`src/rtl/tlm_pkg.sv`:
```
package tlm_pkg;
  typedef enum logic {
    ST_IDLE = 1'b0,
    ST_LOOP = 1'b1
  } tlm_state_e;

  typedef enum logic [1:0] {
    EXIT_NONE = 2'd0,
    EXIT_TERM = 2'd1,
    EXIT_EXC  = 2'd2
  } tlm_exit_e;
endpackage

```
`src/rtl/tlm_pair_track.sv`:
```
module tlm_pair_track #(
  parameter int WORD_W = 16
) (
  input  logic              clk,
  input  logic              rst_n,
  input  logic              track_en,
  input  logic              dec_valid,
  input  logic              dec_single,
  input  logic              dec_flow,
  input  logic [WORD_W-1:0] dec_word,
  output logic              prev_ok,
  output logic [WORD_W-1:0] prev_word
);
  logic              ok_nxt;
  logic              word_en;
  logic [WORD_W-1:0] word_nxt;

  always_comb begin
    ok_nxt   = prev_ok;
    word_en  = 1'b0;
    word_nxt = prev_word;
    if (!track_en) begin
      ok_nxt = 1'b0;
    end else if (dec_valid) begin
      ok_nxt   = dec_single & ~dec_flow;
      word_en  = 1'b1;
      word_nxt = dec_word;
    end
  end

  always_ff @(posedge clk or negedge rst_n) begin
    if (!rst_n) begin
      prev_ok   <= 1'b0;
      prev_word <= '0;
    end else begin
      prev_ok <= ok_nxt;
      if (word_en) begin
        prev_word <= word_nxt;
      end
    end
  end
endmodule

```
`src/rtl/tlm_entry_qual.sv`:
```
module tlm_entry_qual #(
  parameter int          DISP_W    = 16,
  parameter int          CNT_W     = 16,
  parameter logic [15:0] LOOP_DISP = 16'hFFFC
) (
  input  logic              active,
  input  logic              dec_valid,
  input  logic              dec_dbra,
  input  logic [DISP_W-1:0] dec_disp,
  input  logic              prev_ok,
  input  logic              cond_true,
  input  logic [CNT_W-1:0]  count_in,
  input  logic              exc_req,
  output logic              enter
);
  localparam logic [DISP_W-1:0] DISP_MATCH = DISP_W'(LOOP_DISP);

  logic candidate;
  logic taken;

  always_comb begin
    candidate = dec_valid & dec_dbra & (dec_disp == DISP_MATCH) & prev_ok;
    taken     = ~cond_true & (count_in != '0);
    enter     = ~active & candidate & taken & ~exc_req;
  end
endmodule

```
`src/rtl/tlm_iter_ctr.sv`:
```
module tlm_iter_ctr #(
  parameter int CNT_W = 16
) (
  input  logic             clk,
  input  logic             rst_n,
  input  logic             load,
  input  logic [CNT_W-1:0] load_val,
  input  logic             step,
  output logic [CNT_W-1:0] cnt,
  output logic             at_last
);
  logic             cnt_en;
  logic [CNT_W-1:0] cnt_nxt;

  always_comb begin
    cnt_en  = load | step;
    cnt_nxt = cnt;
    if (load) begin
      cnt_nxt = load_val;
    end else if (step) begin
      cnt_nxt = cnt - 1'b1;
    end
    at_last = (cnt == '0);
  end

  always_ff @(posedge clk or negedge rst_n) begin
    if (!rst_n) begin
      cnt <= '0;
    end else if (cnt_en) begin
      cnt <= cnt_nxt;
    end
  end
endmodule

```
`src/rtl/tlm_replay_buf.sv`:
```
module tlm_replay_buf #(
  parameter int WORD_W = 16,
  parameter int ADDR_W = 32
) (
  input  logic              clk,
  input  logic              rst_n,
  input  logic              load,
  input  logic [WORD_W-1:0] word_in,
  input  logic [ADDR_W-1:0] fall_in,
  output logic [WORD_W-1:0] word_q,
  output logic [ADDR_W-1:0] fall_q
);
  always_ff @(posedge clk or negedge rst_n) begin
    if (!rst_n) begin
      word_q <= '0;
      fall_q <= '0;
    end else if (load) begin
      word_q <= word_in;
      fall_q <= fall_in;
    end
  end
endmodule

```
`src/rtl/tight_loop_ctrl.sv`:
```
module tight_loop_ctrl
  import tlm_pkg::*;
#(
  parameter int          WORD_W     = 16,
  parameter int          ADDR_W     = 32,
  parameter int          CNT_W      = 16,
  parameter int          WORD_BYTES = 2,
  parameter logic [15:0] LOOP_DISP  = 16'hFFFC
) (
  input  logic              clk,
  input  logic              rst_n,
  input  logic              dec_valid,
  input  logic [WORD_W-1:0] dec_word,
  input  logic [ADDR_W-1:0] dec_addr,
  input  logic              dec_single,
  input  logic              dec_flow,
  input  logic              dec_dbra,
  input  logic [WORD_W-1:0] dec_disp,
  input  logic              cond_true,
  input  logic [CNT_W-1:0]  count_in,
  input  logic              iter_done,
  input  logic              exc_req,
  output logic              fetch_hold,
  output logic              replay_valid,
  output logic [WORD_W-1:0] replay_word,
  output logic              loop_active,
  output logic [CNT_W-1:0]  loop_count,
  output logic              restart_pulse,
  output logic [ADDR_W-1:0] restart_addr
);
  localparam logic [ADDR_W-1:0] FALL_OFS = ADDR_W'(2 * WORD_BYTES);

  tlm_state_e        state_q, state_nxt;
  tlm_exit_e         exit_kind;
  logic              prev_ok;
  logic [WORD_W-1:0] prev_word;
  logic              enter;
  logic              at_last;
  logic              step;
  logic              active;

  assign active = (state_q == ST_LOOP);

  tlm_pair_track #(.WORD_W(WORD_W)) u_track (
    .clk        (clk),
    .rst_n      (rst_n),
    .track_en   (~active),
    .dec_valid  (dec_valid),
    .dec_single (dec_single),
    .dec_flow   (dec_flow),
    .dec_word   (dec_word),
    .prev_ok    (prev_ok),
    .prev_word  (prev_word)
  );

  tlm_entry_qual #(
    .DISP_W    (WORD_W),
    .CNT_W     (CNT_W),
    .LOOP_DISP (LOOP_DISP)
  ) u_qual (
    .active    (active),
    .dec_valid (dec_valid),
    .dec_dbra  (dec_dbra),
    .dec_disp  (dec_disp),
    .prev_ok   (prev_ok),
    .cond_true (cond_true),
    .count_in  (count_in),
    .exc_req   (exc_req),
    .enter     (enter)
  );

  // Exit decision: an exception outranks a terminating iteration.
  always_comb begin
    exit_kind = EXIT_NONE;
    if (active) begin
      if (exc_req) begin
        exit_kind = EXIT_EXC;
      end else if (iter_done && (cond_true || at_last)) begin
        exit_kind = EXIT_TERM;
      end
    end
    // The counter moves on every iteration whose condition is false.
    step = active & iter_done & ~exc_req & ~cond_true;
  end

  tlm_iter_ctr #(.CNT_W(CNT_W)) u_ctr (
    .clk      (clk),
    .rst_n    (rst_n),
    .load     (enter),
    .load_val (count_in - 1'b1),
    .step     (step),
    .cnt      (loop_count),
    .at_last  (at_last)
  );

  tlm_replay_buf #(.WORD_W(WORD_W), .ADDR_W(ADDR_W)) u_buf (
    .clk     (clk),
    .rst_n   (rst_n),
    .load    (enter),
    .word_in (prev_word),
    .fall_in (dec_addr + FALL_OFS),
    .word_q  (replay_word),
    .fall_q  (restart_addr)
  );

  always_comb begin
    state_nxt = state_q;
    case (state_q)
      ST_IDLE: if (enter) state_nxt = ST_LOOP;
      ST_LOOP: if (exit_kind != EXIT_NONE) state_nxt = ST_IDLE;
      default: state_nxt = ST_IDLE;
    endcase
  end

  always_ff @(posedge clk or negedge rst_n) begin
    if (!rst_n) begin
      state_q <= ST_IDLE;
    end else begin
      state_q <= state_nxt;
    end
  end

  assign loop_active   = active;
  assign fetch_hold    = active & (exit_kind == EXIT_NONE);
  assign replay_valid  = active & (exit_kind == EXIT_NONE);
  assign restart_pulse = (exit_kind == EXIT_TERM);
endmodule

```
`config.mk`:
```
export PLATFORM = sky130hd
export DESIGN_NAME = tight_loop_ctrl
export DESIGN_NICKNAME = d
export VERILOG_FILES = /design/src/rtl/tlm_pkg.sv /design/src/rtl/tlm_pair_track.sv /design/src/rtl/tlm_entry_qual.sv /design/src/rtl/tlm_iter_ctr.sv /design/src/rtl/tlm_replay_buf.sv /design/src/rtl/tight_loop_ctrl.sv
export SDC_FILE = /design/constraint.sdc
export NUM_CORES = 1
export LEC_CHECK = 0
export ABC_CLOCK_PERIOD_IN_PS = 3160
export CORE_MARGIN = 2
export CORE_UTILIZATION = 30
export DETAILED_ROUTE_END_ITERATION = 10
export PLACE_DENSITY_LB_ADDON = 0.2
export SETUP_SLACK_MARGIN = 0.5
export SYNTH_ARGS = -nofsm -noshare
export SYNTH_HDL_FRONTEND = slang
export SYNTH_HIERARCHICAL = 1
export SYNTH_SLANG_ARGS = --single-unit
```
`constraint.sdc`:
```
create_clock -name clk -period 3.16 [get_ports clk]
set_input_delay 0.632 -clock clk [delete_from_list [all_inputs] [get_ports clk]]
set_output_delay 0.632 -clock clk [all_outputs]
set_load 0.02 [all_outputs]
```
==> metrics.csv, run 1 <==
stage,metric,value,unit
floorplan,Site Rows,45,
floorplan,Initial Utilization,30.47,%
global_routing,first-pass GRT wire length,20020,um
route,post-route ant nets,0,
clock_network,Post-CTS Hold Fix Bufs,0,
timing,pin slew with the least headroom to its limit,0.7940,ns
place,pre-CTS WS,-0.03976,ns
worst_setup_path,Worst path top cell family by delay,simple AND/OR/NAND/NOR gates,
place,RD Place Congestion,0.8170,
synthesis,sequential share of the synthesized area,44.80,%
global_routing,gr ovfl total,0,
worst_setup_path,cell repeated most along the worst path,nor3_4,
clock_network,CTS tree,built,
worst_setup_path,Worst setup EP type,output port,
clock_network,"CTS clk-pin slew, worst paths",0.07,ns
worst_setup_path,Worst Path Arrival,2.34,ns
timing,minimum clock period after layout,2.971,ns
worst_setup_path,worst-path fanout max,3,
worst_setup_path,Required @ worst endpoint,2.53,ns
pwr,Lkg Pwr,2.923,nW
pwr,maximum VDD drop,0.0002383,V
worst_setup_path,worst path buffer plus inverter count,1,
timing,Rel. slew slack,47.07,%
worst_setup_path,Worst Reg-to-Reg Cells,7,
timing,clk_skew,0.007731,ns
clock_network,Num Clock Sinks,82,
synthesis,Post-Syn Nets,486,
worst_setup_path,Worst Setup Start Kind,flip-flop,
route,Initial DRT Pass Iterations,4,
floorplan,total core area,15030,um2
route,DRC viols,0,
worst_setup_path,slowest CP cell,or4_4,
place,number of buffers added on ports,156,
place,placed cells,735,
timing,period utilization,94.01,%
route,DR iter-0 viols,223,
flow_run,number of max-cap violations,0,
synthesis,Netlist cell types,50,
pwr,clock network fraction of design power,44.2,%
clock_network,H-tree depth,3,
synthesis,mean post-synth cell area,11.63,um2
floorplan,die area,16270,um2
global_routing,initial antenna violation count,0,
layout,fraction of layout cells with a size suffix above 1,22.61,%
global_routing,gr usage total,15.67,%
global_routing,vias in the first global route,3836,
layout,Layout Nets,653,
floorplan,# IOs,157,
layout,Area growth syn-to-layout,48.73,%
clock_network,cts bufs inserted,9,
pwr,Net Switching,0.5918,mW
place,post-DP HPWL,9118,um
layout,Sequential Area,2056,um2
outcome,run status,"complete, no violations",
global_routing,largest net degree at the start of global routing,61,
timing,count of final hold-check violations,0,
pwr,switching power share of the total,24.09,%
layout,Post-Layout Cell Count,754,
timing,RSZ-0062 raised after global routing,true,
timing,max-slew violation total from the final report,0,
pwr,Power Total,2.456,mW
route,Routed WL,12500,um
layout,fill count,1404,
worst_setup_path,RR Endpoint,loop_active$_DFF_PN0_,
timing,Hold WS,0.3635,ns
synthesis,Mapped Area,4581,um2
worst_setup_path,critical-path cell list,"or4_4, or4b_4, nor3_4, nor2_2, nor2_4, nor3_4, buf_2",
layout,"commonest non-fill, non-tap cell in the layout",clkdlybuf4s50_1,
layout,antenna cells,0,
clock_network,Clock Tree Root,clkbuf_16,
pwr,combinational power share,11.5,%
layout,Multi-input gate area,2441,um2
hold_path,hold crit path type,input port to asynchronous set/reset pin,
timing,Finish-stage setup viols,0,
route,via/cell ratio,4.977,
floorplan,die width,127.6,um
layout,most frequent cells in the layout,"clkdlybuf4s50_1 (149), dfrtp_1 (79), mux2_2 (36), mux2_4 (29), xnor2_1 (26)",
route,wire per inst,16.58,um
pwr,P per Cell Area,360.6,nW/um2
floorplan,Die H,127.6,um
synthesis,Post-Synthesis Cells,394,
worst_setup_path,Setup CP Type,flip-flop to output port,
synthesis,YS warnings,6,
worst_setup_path,internal reg-to-reg setup slack,1.06,ns
pwr,sequential share of power,44.3,%
worst_setup_path,CP max stage delay,0.54,ns
timing,Setup WS post-layout,0.1894,ns
pwr,Pint,1.865,mW
timing,achievable frequency,0.3366,GHz
worst_setup_path,RR Startpoint,u_ctr/cnt[6]$_DFFE_PN0P_,
synthesis,#FFs+latches synth,82,
route,via count,3753,
clock_network,worst-skew pair later-pin latency,0.33,ns
clock_network,clk buf depth,2,
-- power groups by stage --
stage	clock, mW	sequential [mW]	combinational, mW
global route	1.16	1.09	0.307
global placement	0	1.11	0.274
finish	1.09	1.09	0.281
floorplan	0	1.11	0.0946
CTS	1.12	1.09	0.284
detailed placement	0	1.11	0.278
-- per-layer routing --
metal / GRT usage (%) / wire length, um / vias up
met2: 24.57 / 5882 / 121
li1: - / - / 1778
met3: 3.183 / 859 / 16
met4: 6.723 / 230 / 0
met1: 21.08 / 5525 / 1838
met5: 0 / 0 / -
-- flip-flops by register name, indices dropped and copies added (netlist names) --
name               flops
u_track/prev_ok        1
u_ctr/cnt             16
u_track/prev_word     16
u_buf/word_q          16
loop_active            1
u_buf/fall_q          32
-- final cells by class --
class	count	area share [%]
multi-input cells	285	35.83
flip-flops and latches	82	30.17
repair buffers	174	25.53
well taps	188	3.453
clock buffers	9	3.306
clock inverters	7	1.212
inverters	9	0.4959
-- cells in the mapped netlist (all sizes together) --
library cell  number  area share [%]
nand3             15             1.6
or4                7             1.2
o21ai              7            0.76
clkbuf             6            0.49
xor2              17             3.3
or4b               3            0.74
dfrtp             82              45
nor2              25             2.0
or3                3            0.44
o311ai             3            0.57
nand2b             2            0.27
a31oi              6            0.82
nand2             25             2.2
nor2b              4            0.55
ha                 3            0.82
and3b              1            0.19
nand4b             4            0.76
and4               3            0.57
nor4b              1            0.19
buf               12             2.3
o31ai              2            0.33
a21o               1            0.16
o41ai              2            0.38
nand4             11             1.8
or2                3            0.41
xnor2             26             5.0
a21boi             1            0.16
nand3b             4            0.66
nor4              17             3.1
inv                9            0.74
o41a               4            0.98
and3               7            0.96
nor3               5            0.66
a221o              4            0.87
mux2              65              18
nor3b              2            0.44
and2               2            0.27
-- worst reg2reg max path: cells and delay by family, from the launching register on --
family	cells	cell delay, ns
AOI/OAI and AO/OA	1	0.16
and+or+nand+nor	6	1.43
DFF	1	0.41
-- timing repair --
item / in CTS / in global routing
hold endpoints to repair: 0 / 0
pin swaps: 3 / 3
cloned: 1 / 0
setup buffers: 1 / 1
resized for setup: 19 / 6
setup endpoints to repair: 60 / 7
-- worst max-delay path by stage --
| stage | from | to | slack [ns] | cells after the start |
|---|---|---|---|---|
| final | u_ctr/cnt[6]$_DFFE_PN0P_ | fetch_hold | 0.19 | 7 |
| after global routing | u_ctr/cnt[6]$_DFFE_PN0P_ | fetch_hold | 0.08 | 7 |
| after CTS | u_ctr/cnt[6]$_DFFE_PN0P_ | replay_valid | 0.16 | 7 |
| after detailed placement | exc_req | u_ctr/cnt[12]$_DFFE_PN0P_ | -0.04 | 8 |
| after global placement | u_ctr/cnt[6]$_DFFE_PN0P_ | restart_pulse | 0.11 | 6 |
| after floorplan | u_ctr/cnt[3]$_DFFE_PN0P_ | replay_valid | 0.19 | 10 |
-- stage by stage --
stage | utilization, % | area, um2 | TNS [ns]
floorplan | - | 4613 | 0
global placement | 42.64 | 6410 | 0
detailed placement | 42.64 | 6410 | -0.1462
CTS | 45.09 | 6779 | 0
global route | 45.32 | 6813 | 0
finish | 45.32 | 6813 | 0
-- cells by family (layout without fill, tap and decap cells) --
family	after synthesis	in the layout	synth area share (%)
AO/OA/AOI/OAI	30	30	5.053
XOR/XNOR	43	43	8.222
adder cells (fa/ha/maj)	3	3	0.8195
buffers and inverters	27	199	3.578
flip-flops	82	82	44.80
multiplexers	65	65	18.36
AND/OR/NAND/NOR	144	144	19.17
Note: power is estimated with default switching activity, not from simulation.
==> run 2, diff against run 1 <==
CORE_MARGIN = 4   (was 2)
CORE_UTILIZATION = 45   (was 30)
PLACE_DENSITY = 0.88   (was not set)
PLACE_DENSITY_LB_ADDON = not set   (was 0.2)
==> run 2 against run 1 <==
Compared with the run above:
- critical path depth did not move
- design area shrank 1.5%
- non-clock buffer count rose by 5
==> metrics.csv, run 2 (synthesized netlist as in run 1, its figures left out) <==
stage,metric,value,unit,change
floorplan,die width,108.9,um,-15%
worst_setup_path,CP max stage delay,0.54,ns,about the same
route,via/cell ratio,5.477,,+10%
route,Initial DRT Pass Iterations,5,,+1
global_routing,vias in the first global route,3950,,+3.0%
timing,Hold WS,0.4295,ns,+0.06596 ns
global_routing,largest net degree at the start of global routing,83,,+36%
layout,most frequent cells in the layout,"clkdlybuf4s50_1 (152), dfrtp_1 (79), mux2_2 (36), mux2_4 (29), xnor2_1 (26)",,
route,wire per inst,17.40,um,+5.0%
clock_network,H-tree depth,3,,unchanged
floorplan,total core area,9864,um2,-34%
timing,minimum clock period after layout,3.018,ns,+0.04764 ns
flow_run,number of max-cap violations,0,,unchanged
global_routing,first-pass GRT wire length,19260,um,-3.8%
route,DRC viols,0,,unchanged
clock_network,cts bufs inserted,9,,unchanged
place,number of buffers added on ports,156,,unchanged
global_routing,initial antenna violation count,0,,unchanged
layout,Largest Register,u_buf/fall_q,,
floorplan,die area,11860,um2,-27%
timing,count of final hold-check violations,0,,unchanged
worst_setup_path,Setup CP Type,flip-flop to output port,,
clock_network,Clock Tree Root,clkbuf_8,,
worst_setup_path,internal reg-to-reg setup slack,0.87,ns,-0.19 ns
pwr,maximum VDD drop,0.0002245,V,-5.8%
global_routing,gr usage total,20.51,%,+4.8 points
floorplan,Initial Utilization,46.44,%,+16 points
route,via count,3861,,+2.9%
timing,period utilization,95.51,%,+1.5 points
layout,antenna cells,0,,unchanged
worst_setup_path,critical-path cell list,"or4_4, or4b_4, nor3_4, nor2_2, nor2_4, nor3_4, buf_6",,
clock_network,clk buf depth,2,,unchanged
hold_path,hold crit path type,input port to asynchronous set/reset pin,,
timing,clk_skew,0.01672,ns,+0.008986 ns
clock_network,worst-skew pair later-pin latency,0.35,ns,+0.02 ns
worst_setup_path,Worst path top cell family by delay,simple AND/OR/NAND/NOR gates,,
worst_setup_path,worst-path fanout max,3,,unchanged
timing,achievable frequency,0.3313,GHz,-1.6%
outcome,run status,"complete, no violations",,
place,RD Place Congestion,0.8376,,+2.5%
timing,Finish-stage setup viols,0,,unchanged
pwr,Lkg Pwr,2.883,nW,-1.4%
worst_setup_path,Worst Setup Start Kind,flip-flop,,
timing,pin slew with the least headroom to its limit,1.012,ns,+0.2184 ns
worst_setup_path,slowest CP cell,or4_4,,
route,post-route ant nets,0,,unchanged
worst_setup_path,Required @ worst endpoint,2.53,ns,about the same
timing,setup TNS,0,ns,unchanged
worst_setup_path,worst path buffer plus inverter count,1,,unchanged
layout,"commonest non-fill, non-tap cell in the layout",clkdlybuf4s50_1,,
layout,max reg flops,32,,unchanged
layout,fraction of layout cells with a size suffix above 1,23.25,%,+0.64 points
pwr,P per Cell Area,318.5,nW/um2,-12%
global_routing,gr ovfl total,0,,unchanged
floorplan,Site Rows,36,,-20%
worst_setup_path,Worst Path Arrival,2.39,ns,+0.05 ns
clock_network,Num Clock Sinks,82,,unchanged
floorplan,Die H,108.9,um,-15%
floorplan,# IOs,157,,unchanged
route,DR iter-0 viols,147,,-34%
layout,Area growth syn-to-layout,46.44,%,
timing,Rel. slew slack,32.50,%,-15 points
layout,fill count,705,,-50%
worst_setup_path,cell repeated most along the worst path,nor3_4,,
worst_setup_path,Worst setup EP type,output port,,
route,Routed WL,12270,um,-1.9%
layout,Layout Nets,659,,+0.92%
clock_network,"CTS clk-pin slew, worst paths",0.09,ns,+0.02 ns
timing,max-slew violation total from the final report,0,,unchanged
place,post-DP HPWL,9042,um,-0.83%
timing,RSZ-0062 raised after global routing,true,,
clock_network,CTS tree,built,,
==> run 2: area by class of cell <==
| type | instances | area [um2] | share of cell area [%] |
|---|---|---|---|
| multi-input cells | 286 | 2430 | 36.22 |
| flip-flops and latches | 82 | 2056 | 30.65 |
| repair buffers | 179 | 1815 | 27.07 |
| well taps | 133 | 166.4 | 2.481 |
| clock buffers | 9 | 123.9 | 1.847 |
| clock inverters | 7 | 78.83 | 1.175 |
| inverters | 9 | 37.54 | 0.5596 |
==> run 2: layer usage <==
metal,up-vias,routed length (um),GRT usage (%)
met2,152,6458,36.23
met1,1897,4797,24.78
met5,-,0,0
met4,0,185,4.599
met3,19,824,5.802
li1,1793,-,-
==> run 2: per-stage QoR <==
stage | util (%) | power (mW) | cell area, um2 | std cells | setup slack [ns]
after floorplan | - | 1.202 | 4613 | 394 | 0.1894
after global placement | 63.98 | 1.370 | 6311 | 676 | 0.1560
after detailed placement | 63.98 | 1.380 | 6311 | 676 | 0.09222
after CTS | 66.97 | 2.153 | 6606 | 696 | 0.1653
after global routing | 68.00 | 2.225 | 6708 | 705 | 0.09334
final | 68.00 | 2.136 | 6708 | 705 | 0.1418
==> run 2: worst paths after layout <==
path	end	from	cells past startpoint
max	replay_valid	u_ctr/cnt[6]$_DFFE_PN0P_	7
min reg2reg	u_buf/word_q[14]$_DFFE_PN0P_	u_track/prev_word[14]$_DFFE_PN0P_	1
max in group asynchronous	u_ctr/cnt[4]$_DFFE_PN0P_	rst_n	1
min in group clk	u_buf/word_q[14]$_DFFE_PN0P_	u_track/prev_word[14]$_DFFE_PN0P_	1
min	u_buf/fall_q[26]$_DFFE_PN0P_	rst_n	1
max reg2reg	loop_active$_DFF_PN0_	u_ctr/cnt[6]$_DFFE_PN0P_	8
==> run 2: where the power goes <==
part	leakage [nW]	switching [mW]	internal, mW
registers	1.10	0.0145	1.07
logic	1.69	0.115	0.162
clock network	0.0921	0.402	0.370
total	2.88	0.531	1.61
==> run 2: timing repair <==
item | CTS | global route
gates cloned | 3 | 0
hold endpoints to repair | 0 | 0
hold buffers | 0 | 0
setup endpoints to repair | 9 | 35
gates resized for setup | 18 | 8
buffers inserted | 1 | 9
pin swaps | 2 | 3
==> run 3, diff against run 2 <==
SETUP_SLACK_MARGIN = not set   (was 0.5)
==> run 3 against run 2 <==
Compared with the run above:
- critical path depth did not move
- highest routed layer unchanged
- first-iteration DRC count rose by 14%
- final cell count decreased by 2.3%
- sequential power about the same
- clock power is 2% higher
- via count shrank 3.1%
- global-route usage down 0.61 points
- combinational power fell by 1%
==> metrics.csv, run 3 (synthesized netlist as in run 1, its figures left out) <==
stage,metric,value,unit,change
layout,fin util,65.59,%,-2.4 points
worst_setup_path,RR Startpoint,loop_active$_DFF_PN0_,,
worst_setup_path,Worst Reg-to-Reg Cells,7,,-1
clock_network,CTS tree,built,,
floorplan,# IOs,157,,unchanged
timing,Hold WS,0.4630,ns,+0.03352 ns
place,RD Place Congestion,0.8992,,+7.4%
route,Routed WL,11910,um,-2.9%
layout,fill count,754,,+7.0%
route,post-route ant nets,0,,unchanged
timing,clk_skew,0.01744,ns,+0.0007255 ns
clock_network,clk buf depth,2,,unchanged
pwr,maximum VDD drop,0.0001828,V,-19%
global_routing,vias in the first global route,3817,,-3.4%
layout,Post-Layout Cell Count,689,,-2.3%
route,Initial DRT Pass Iterations,4,,-1
outcome,run status,"complete, no violations",,
hold_path,hold crit path type,input port to asynchronous set/reset pin,,
route,via count,3740,,-3.1%
layout,most frequent cells in the layout,"clkdlybuf4s50_1 (152), dfrtp_1 (82), mux2_2 (36), mux2_4 (29), xnor2_1 (26)",,
clock_network,post-CTS setup buffer count,0,,-1
global_routing,largest net degree at the start of global routing,83,,unchanged
global_routing,gr usage total,19.90,%,-0.61 points
layout,Largest Register,u_buf/fall_q,,
worst_setup_path,Required @ worst endpoint,2.53,ns,about the same
layout,"commonest non-fill, non-tap cell in the layout",clkdlybuf4s50_1,,
pwr,sequential share of power,50.7,%,-0.2 points
timing,period utilization,98.57,%,+3.1 points
floorplan,die width,108.9,um,unchanged
pwr,clock network fraction of design power,36.7,%,+0.6 points
pwr,Power Total,2.146,mW,+0.46%
global_routing,first-pass GRT wire length,18750,um,-2.7%
timing,count of final hold-check violations,0,,unchanged
global_routing,gr ovfl total,0,,unchanged
timing,max-slew violation total from the final report,0,,unchanged
layout,fraction of layout cells with a size suffix above 1,19.06,%,-4.2 points
pwr,P per Cell Area,331.7,nW/um2,+4.1%
clock_network,worst-skew pair later-pin latency,0.34,ns,about the same
layout,max reg flops,32,,unchanged
timing,minimum clock period after layout,3.115,ns,+0.09669 ns
route,DR iter-0 viols,167,,+14%
floorplan,Initial Utilization,46.44,%,unchanged
timing,achievable frequency,0.3210,GHz,-3.1%
timing,Rel. slew slack,32.28,%,-0.22 points
layout,Layout Nets,643,,-2.4%
worst_setup_path,Worst setup EP type,output port,,
worst_setup_path,Worst path top cell family by delay,simple AND/OR/NAND/NOR gates,,
worst_setup_path,worst path buffer plus inverter count,1,,unchanged
floorplan,total core area,9864,um2,unchanged
pwr,switching power share of the total,24.88,%,about the same
pwr,Lkg Pwr,2.777,nW,-3.7%
clock_network,Clock Tree Root,clkbuf_8,,
pwr,combinational power share,12.7,%,-0.2 points
clock_network,Num Clock Sinks,82,,unchanged
global_routing,initial antenna violation count,0,,unchanged
clock_network,cts bufs inserted,9,,unchanged
layout,antenna cells,0,,unchanged
worst_setup_path,CP max stage delay,0.55,ns,about the same
flow_run,number of max-cap violations,0,,unchanged
timing,Finish-stage setup viols,0,,unchanged
place,placed cells,673,,-0.44%
route,DRC viols,0,,unchanged
floorplan,Site Rows,36,,unchanged
worst_setup_path,WP depth,7,,unchanged
layout,Area growth syn-to-layout,41.25,%,
route,wire per inst,17.29,um,-0.61%
route,via/cell ratio,5.428,,-0.88%
worst_setup_path,Worst Setup Start Kind,flip-flop,,
timing,setup TNS,0,ns,unchanged
timing,RSZ-0062 raised after global routing,true,,
pwr,Pint,1.612,mW,+0.44%
worst_setup_path,slowest CP cell,or4_4,,
clock_network,"CTS clk-pin slew, worst paths",0.09,ns,about the same
worst_setup_path,worst-path fanout max,4,,+1
timing,pin slew with the least headroom to its limit,1.016,ns,+0.003361 ns
pwr,Net Switching,0.5339,mW,+0.52%
floorplan,die area,11860,um2,unchanged
worst_setup_path,Setup CP Type,flip-flop to output port,,
place,post-DP HPWL,9144,um,+1.1%
worst_setup_path,Worst Path Arrival,2.48,ns,+0.09 ns
worst_setup_path,critical-path cell list,"or4_4, or4b_4, nor3_2, nor2_1, nor2_2, nor3_1, clkdlybuf4s15_1",,
clock_network,H-tree depth,3,,unchanged
worst_setup_path,crit path from,u_ctr/cnt[6]$_DFFE_PN0P_,,
floorplan,Die H,108.9,um,unchanged
place,number of buffers added on ports,156,,unchanged
run 3: changes by cell type in the layout (fill, tap and decap cells not counted), sizes merged:
cell / before / now
bufbuf: 1 / 0
clkinvlp: 4 / 3
dlygate4sd2: 0 / 1
and3: 8 / 7
inv: 9 / 12
clkdlybuf4s15: 0 / 1
buf: 26 / 9
clkbuf: 9 / 10
clkinv: 2 / 0
run 3: final timing paths:
path                       slack (ns)                      endpoint
setup / recovery                 0.05                  replay_valid
hold / removal                   0.46  u_buf/fall_q[22]$_DFFE_PN0P_
setup reg to reg                 0.99     u_ctr/cnt[10]$_DFFE_PN0P_
hold reg to reg                  0.50  u_buf/word_q[12]$_DFFE_PN0P_
max in group asynchronous        2.05      u_ctr/cnt[5]$_DFFE_PN0P_
min in group clk                 0.50  u_buf/word_q[12]$_DFFE_PN0P_
run 3: worst register-to-register path, cell delays in order (launching register included):
cell	delay, ns
dfrtp_1	0.41
nand4b_1	0.20
nor4_1	0.32
and3_4	0.27
buf_12	0.22
inv_1	0.25
o311ai_0	0.16
o311ai_0	0.19
run 3: area by class of cell:
type,count,area [um2],area share (%)
Inverter,9,33.78,0.5221
Sequential cell,82,2052,31.72
Tap cell,133,166.4,2.572
Timing Repair Buffer,164,1638,25.31
Multi-Input combinational cell,285,2372,36.67
Clock inverter,7,83.83,1.296
Clock buffer,9,123.9,1.915
run 3: stage by stage:
stage               cell area, um2  setup slack, ns
floorplan                     4583          0.01270
global placement              6269           0.1584
detailed placement            6269         -0.03025
CTS                           6472        -0.008506
global route                  6470         -0.09701
finish                        6470          0.04510
run 3: timing repair:
| action | CTS | global route |
|---|---|---|
| gates resized for setup | 3 | 4 |
| setup endpoints to repair | 3 | 3 |
| hold buffers | 0 | 0 |
run 3: power groups by stage:
| stage | Sequential, mW | Clock, mW | Combinational (mW) |
|---|---|---|---|
| 2_1_floorplan | 1.11 | 0 | 0.0941 |
| 3_3_place_gp | 1.11 | 0 | 0.264 |
| 3_5_place_dp | 1.11 | 0 | 0.273 |
| 4_1_cts | 1.09 | 0.815 | 0.274 |
| 5_1_grt | 1.09 | 0.858 | 0.294 |
| 6_report | 1.09 | 0.787 | 0.272 |
run 3: layer usage:
layer | GRT usage, % | part of all wire (%) | wire [um]
met1 | 24.61 | 40 | 4798
met2 | 36.32 | 52 | 6228
met3 | 3.079 | 6.1 | 724
met4 | 4.599 | 1.4 | 162
met5 | 0 | 0 | 0
